`src/rtl/pci_cfg_regs.sv`:
```
module pci_cfg_regs #(
  parameter logic [15:0] VEN_ID        = 16'h1D0C,
  parameter logic [15:0] DEV_ID        = 16'h7A31,
  parameter logic [7:0]  REV_ID        = 8'h02,
  parameter logic [23:0] CLASS_CODE    = 24'h058000,
  parameter int          MEM_SZ        = 12,
  parameter logic        MEM_PREFETCH  = 1'b1,
  parameter logic [1:0]  MEM_TYPE      = 2'b00,
  parameter int          IO_SZ         = 5,
  parameter logic [1:0]  DEVSEL_TIMING = 2'b01,
  parameter logic [7:0]  INT_PIN       = 8'h01,
  parameter logic [7:0]  MIN_GNT       = 8'h04,
  parameter logic [7:0]  MAX_LAT       = 8'h10
) (
  input  logic        clk,
  input  logic        rst_n,
  input  logic [3:0]  cfg_idx,
  input  logic [3:0]  cfg_be,
  input  logic [31:0] cfg_wdata,
  input  logic        cfg_wr,
  output logic [31:0] cfg_rdata,
  input  logic        ev_parity_err,
  input  logic        ev_serr_sig,
  input  logic        ev_master_abort,
  input  logic        ev_tabort_rcv,
  input  logic        ev_tabort_sig,
  output logic        io_en,
  output logic        mem_en,
  output logic        master_en
);

  localparam logic [3:0]  IDX_ID   = 4'd0;
  localparam logic [3:0]  IDX_CS   = 4'd1;
  localparam logic [3:0]  IDX_CLS  = 4'd2;
  localparam logic [3:0]  IDX_MEM  = 4'd4;
  localparam logic [3:0]  IDX_IO   = 4'd5;
  localparam logic [3:0]  IDX_INT  = 4'd15;
  localparam logic [15:0] CMD_MASK = 16'h0147;
  localparam logic [31:0] MEM_MASK = 32'hFFFF_FFFF << MEM_SZ;
  localparam logic [31:0] IO_MASK  = 32'hFFFF_FFFF << IO_SZ;
  localparam logic [31:0] MEM_FIX  = {28'h0, MEM_PREFETCH, MEM_TYPE, 1'b0};
  localparam logic [31:0] IO_FIX   = 32'h0000_0001;

  logic [15:0] cmd_q;
  logic [4:0]  stat_q;
  logic [31:0] mem_q, io_q;
  logic [7:0]  int_line_q;

  wire [31:0] wm = {{8{cfg_be[3]}}, {8{cfg_be[2]}}, {8{cfg_be[1]}}, {8{cfg_be[0]}}};
  wire        wr_cs  = cfg_wr && cfg_idx == IDX_CS;
  wire        wr_mem = cfg_wr && cfg_idx == IDX_MEM;
  wire        wr_io  = cfg_wr && cfg_idx == IDX_IO;
  wire        wr_int = cfg_wr && cfg_idx == IDX_INT && cfg_be[0];
  wire [4:0]  ev  = {ev_parity_err, ev_serr_sig, ev_master_abort, ev_tabort_rcv, ev_tabort_sig};
  wire [4:0]  clr = (wr_cs && cfg_be[3]) ? cfg_wdata[31:27] : 5'b0;

  always_ff @(posedge clk or negedge rst_n) begin
    if (!rst_n) begin
      cmd_q      <= '0;
      stat_q     <= '0;
      mem_q      <= '0;
      io_q       <= '0;
      int_line_q <= '0;
    end else begin
      if (wr_cs)
        cmd_q <= ((cmd_q & ~wm[15:0]) | (cfg_wdata[15:0] & wm[15:0])) & CMD_MASK;
      if (wr_mem)
        mem_q <= ((mem_q & ~wm) | (cfg_wdata & wm)) & MEM_MASK;
      if (wr_io)
        io_q <= ((io_q & ~wm) | (cfg_wdata & wm)) & IO_MASK;
      if (wr_int)
        int_line_q <= cfg_wdata[7:0];
      stat_q <= (stat_q & ~clr) | ev;
    end
  end

  assign io_en     = cmd_q[0];
  assign mem_en    = cmd_q[1];
  assign master_en = cmd_q[2];

  always_comb begin
    case (cfg_idx)
      IDX_ID:  cfg_rdata = {DEV_ID, VEN_ID};
      IDX_CS:  cfg_rdata = {stat_q, DEVSEL_TIMING, 9'h0, cmd_q};
      IDX_CLS: cfg_rdata = {CLASS_CODE, REV_ID};
      IDX_MEM: cfg_rdata = mem_q | MEM_FIX;
      IDX_IO:  cfg_rdata = io_q | IO_FIX;
      IDX_INT: cfg_rdata = {MAX_LAT, MIN_GNT, INT_PIN, int_line_q};
      default: cfg_rdata = '0;
    endcase
  end

  // an event leaves its flag set in the next cycle, whatever the write
  p_ev_sets_r7: assert property (@(posedge clk) disable iff (!rst_n)
    ev != 5'b0 |=> (stat_q & $past(ev)) == $past(ev));

  // without an enabled write to byte 3 of dword 1, no flag falls
  p_sticky_r8: assert property (@(posedge clk) disable iff (!rst_n)
    !(cfg_wr && cfg_idx == IDX_CS && cfg_be[3]) |=> (stat_q & $past(stat_q)) == $past(stat_q));

  // the I/O enable output follows the written command bit 0
  p_cmd_io_r3: assert property (@(posedge clk) disable iff (!rst_n)
    cfg_wr && cfg_idx == IDX_CS && cfg_be[0] |=> io_en == $past(cfg_wdata[0]));

  // the writable memory base bits take the written value
  p_membar_wr_r5: assert property (@(posedge clk) disable iff (!rst_n)
    cfg_wr && cfg_idx == IDX_MEM && (&cfg_be) |=> mem_q[31:MEM_SZ] == $past(cfg_wdata[31:MEM_SZ]));

  // no write strobe, no change of any writable register
  p_hold_r4: assert property (@(posedge clk) disable iff (!rst_n)
    !cfg_wr |=> $stable(cmd_q) && $stable(mem_q) && $stable(io_q) && $stable(int_line_q));

endmodule

```
`config.mk`:
```
export PLATFORM = sky130hd
export DESIGN_NAME = pci_cfg_regs
export DESIGN_NICKNAME = d
export VERILOG_FILES = /design/src/rtl/pci_cfg_regs.sv
export SDC_FILE = /design/constraint.sdc
export NUM_CORES = 1
export LEC_CHECK = 0
export ABC_AREA = 1
export CORE_UTILIZATION = 48
export CTS_CLUSTER_DIAMETER = 30
export DETAILED_ROUTE_END_ITERATION = 10
export PLACE_DENSITY_LB_ADDON = 0.15
export SLEW_MARGIN = 5
export SYNTH_ARGS = -nofsm -noshare
export SYNTH_HDL_FRONTEND = slang
export SYNTH_SLANG_ARGS = --single-unit
```
`constraint.sdc`:
```
create_clock -name clk -period 1.04 [get_ports clk]
set_input_delay 0.104 -clock clk [delete_from_list [all_inputs] [get_ports clk]]
set_output_delay 0.104 -clock clk [all_outputs]
set_load 0.1 [all_outputs]
```
==> results of run 1 <==
cell families after synthesis:
| group | synth area share |
|---|---|
| simple gates | 0.384 |
| flops | 0.523 |
| buf+inv | 0.0466 |
| compound gates | 0.0466 |
cells in the mapped netlist, drive strengths merged:
library cell	number
nand2	241
dfrtp	65
inv	28
nand3	21
o21ai	18
nor2	16
buf	7
nand4	6
a21oi	5
nor3	4
o211ai	1
through the flow:
step	util	cells	worst slack (ns)	area, sq um
2_1_floorplan	-	412	-0.737	3630
3_3_place_gp	0.851	599	-0.702	5190
3_5_place_dp	0.851	599	-0.741	5190
==> impl_results.md, run 1 <==
- Dpl hpwl: 6.85 mm
- Ys Warns: 0
- Outcome: did not finish
- FP Rows: 28
- CTS Buf Count: 9
- Initial core utilization: 0.511
- Chip Height: 82.5 um
- Post-synth top area cell: dfrtp_1
- Die Wd: 82.5 um
- Post-synth net total: 460
- Area contributors post-synth: dfrtp_1 52%, nand2_1 29%, nand3_1 3.4%, inv_1 2.9%, o21ai_0 1.9%
- Tool error: [ERROR DPL-0033] detailed placement checks failed during check placement.
- IO Count: 83
- Clock Path Buffers: 2
- # Post-CTS Setup Buffers: 20
- I/O Buffers: 82
- CTS root buf: clkbuf_8
- Syn Area/Cell: 7.56 sq um
- Final RePlAce weighted congestion: 0.954
- Sequential share of the synthesized area: 0.523
- Synth cell types: 21
- Post-cts resize count: 127
- Stopping stage: clock tree synthesis (4_1_cts)
- Synth Register Bits: 65
- CTS sink count: 65
- Hold buffer count at cts: 1
- H-tree lvl count: 3
- Synthesized area: 3110 sq um
- Mapped Cells: 412
- Top-area cell type share of the netlist area: 0.523
==> inputs of run 2 (changes only) <==
Settings changed: CORE_UTILIZATION 48 to 40, CTS_CLUSTER_DIAMETER 30 to not set.
==> impl_results.md, run 2 <==
- H-tree lvl count: 3 (unchanged)
- CP peak stage delay: 0.42 ns
- Pleak: 3.12 nW
- CTS tree: done
- Synthesized area: 3110 sq um (unchanged)
- Post-synth EDFFs: 0 (unchanged)
- CP cell instances: a21oi_4, nand3_4, buf_12
- Worst R2R Path Depth: 4
- Finished Core Util: 0.836
- Worst VDD drop: 1.30 mV
- Post-route setup slack: -0.282 ns
- Leading cell type in the layout, fill and taps excluded: nand2_1
- Top-area cell type share of the netlist area: 0.523 (unchanged)
- Synth-to-Final Area Change: 97.9%
- Post-synth top cells: 237 x nand2_1, 65 x dfrtp_1, 24 x inv_1
- Fillers: 386
- Cell with the most instances after synthesis: nand2_1
- WP data arrival: 1.22 ns
- Max-slew violations: 0
- Grt ovf: 0
- Core Box Area: 7370 sq um
- Synth cell types: 21 (unchanged)
- Initial core utilization: 0.422 (-0.0883)
- Relative slew slack: 0.765
- Largest net degree at the start of global routing: 66
- Initial DRC Count: 137
- Net count, final: 614
- Die Wd: 90.2 um (+9.3%)
- Final hold slack: 0.250 ns
- Via count: 3,409
- Fin. Hold Viols: 0
- Failing checks: negative setup slack
- Critical-path top delay cell: dfrtp_1
- CP startpoint kind: register
- Skew final: 0 ns
- Post-synth top area cell: dfrtp_1
- First-pass GRT wire length: 16.2 mm
- # DRC: 0
- Mapped Cells: 412 (unchanged)
- FP Rows: 31 (+11%)
- Post-Place Setup Slack: -0.738 ns (+0.00304 ns)
- Hold path depth: 4
- Setup violators final: 35
- Max-Cap Viols: 0
- Dpl hpwl: 6.42 mm (-6.3%)
- Power per cell area: 1310 nW/um^2
- Chip Height: 90.2 um (+9.3%)
- CTS Buf Count: 9 (unchanged)
- WL per Instance: 16.4 um
- Sequential share of the synthesized area: 0.523 (unchanged)
- Ys flop type: dfrtp_1
- Fraction of layout cells with a size suffix above 1: 0.448
- Critical Path RT: 0.94 ns
- Commonest non-fill, non-tap cells in the layout: 168 x nand2_1, 62 x dfrtp_1, 43 x buf_4
- CTS clk-pin slew, worst paths: 0.07 ns
- Gr usage total: 0.254
- RSZ-0062 raised after global routing: true
- Setup TNS: -6.73 ns
- Placed cell count: 624 (+4.2%)
- Period utilization: 1.27
- Ys Warns: 0 (unchanged)
- Non-filler cells, final: 670
- Clock Latency Late Sink: 0.35 ns
- Syn Area/Cell: 7.56 sq um (unchanged)
- Hold Path Class: primary input to register
- Final Critical Period: 1.32 ns
- Initial antenna violation count: 0
- Routed vias/inst: 5.09
- Pre-antenna DRT Iters: 4
- DRT antenna net count: 0
- Fmax achieved: 757 MHz
- Final RePlAce weighted congestion: 0.853 (-11%)
- I/O Buffers: 82 (unchanged)
- Origin of the worst min-delay path: cfg_be[2]
- Fraction of registers with async set/reset: 1.00 (unchanged)
- IO Count: 83 (unchanged)
- CTS sink count: 65 (unchanged)
- DRT Wirelength: 11.0 mm
- Ant diodes: 0
- Vias in the first global route: 3,424
- Outcome: complete, but fails checks
- Clock Path Buffers: 2 (unchanged)
- CTS root buf: clkbuf_8
- Crit-path max FO: 2
- Tightest Pin Transition: 0.351 ns
- CP Capture Type: output port
- Crit Path Class: register to output port
- Post-synth net total: 460 (unchanged)
- R2R Setup Slk: 0.18 ns
- Die ar.: 8140 sq um
- Synth Register Bits: 65 (unchanged)
- Area contributors post-synth: dfrtp_1 52%, nand2_1 29%, nand3_1 3.4%, inv_1 2.9%, o21ai_0 1.9%
-- run 2: cell counts after synthesis --
No cell type changed its count.
-- run 2: power by group --
part | switching [mW] | internal, mW
sequential | 0.389 | 2.97
clock | 0.975 | 1.30
combinational | 1.38 | 1.06
-- run 2: repair_timing --
action,CTS,global route
buffers inserted,13,15
cloned,1,2
hold buffers,1,0
endpoints found under the setup margin,100,82
gates resized for setup,100,57
pin swaps,12,41
endpoints found under the hold margin,65,0
-- run 2: layout make-up --
| class | instances | area (sq um) | share of cell area |
|---|---|---|---|
| inverter | 28 | 151 | 0.0246 |
| multi-input combinational | 312 | 2160 | 0.350 |
| sequential | 65 | 1640 | 0.265 |
| timing repair buffer | 150 | 1890 | 0.306 |
| clock buffer | 14 | 173 | 0.0280 |
| clock inverter | 2 | 35.0 | 0.00569 |
| tap | 99 | 124 | 0.0201 |
-- run 2: logic make-up (layout without fill, tap and decap cells) --
logic type | after synthesis | after routing | synth area share
buffers and inverters | 35 | 194 | 0.0466
flip-flops | 65 | 65 | 0.523
AO/OA/AOI/OAI | 24 | 24 | 0.0466
AND/OR/NAND/NOR | 288 | 288 | 0.384
-- run 2: routing by layer --
| layer | global-route usage | share of wire | vias to the layer above |
|---|---|---|---|
| met3 | 0.0398 | 0.045 | 31 |
| li1 | - | - | 1599 |
| met4 | 0.105 | 0.032 | 0 |
| met5 | 0 | 0 | - |
| met1 | 0.315 | 0.39 | 1672 |
| met2 | 0.440 | 0.53 | 107 |
-- run 2: worst max path at each step --
stage / from / slack (ns) / endpoint
2_1_floorplan: cfg_idx[1] / -0.74 / cfg_rdata[25]
6_report: stat_q[1]$_DFF_PN0_ / -0.28 / cfg_rdata[28]
3_3_place_gp: cfg_idx[2] / -0.73 / register
5_1_grt: stat_q[1]$_DFF_PN0_ / -0.31 / cfg_rdata[28]
4_1_cts: stat_q[0]$_DFF_PN0_ / -0.28 / cfg_rdata[27]
3_5_place_dp: cfg_idx[2] / -0.74 / register
-- run 2: stage by stage --
step | instance area (sq um) | power (mW)
after CTS | 5790 | 7.75
after floorplan | 3630 | 4.51
after detailed placement | 5210 | 5.36
after global routing | 6160 | 8.40
after global placement | 5210 | 5.29
final | 6160 | 8.08
-- run 2: worst max-delay path: cells and delay by family, from the launching register on --
kind	cells	cell delay, ns
AND/OR/NAND/NOR	1	0.10
AO/OA/AOI/OAI	1	0.16
buffers and inverters	1	0.18
flip-flops	1	0.42
(Power assumes the default switching activity.)
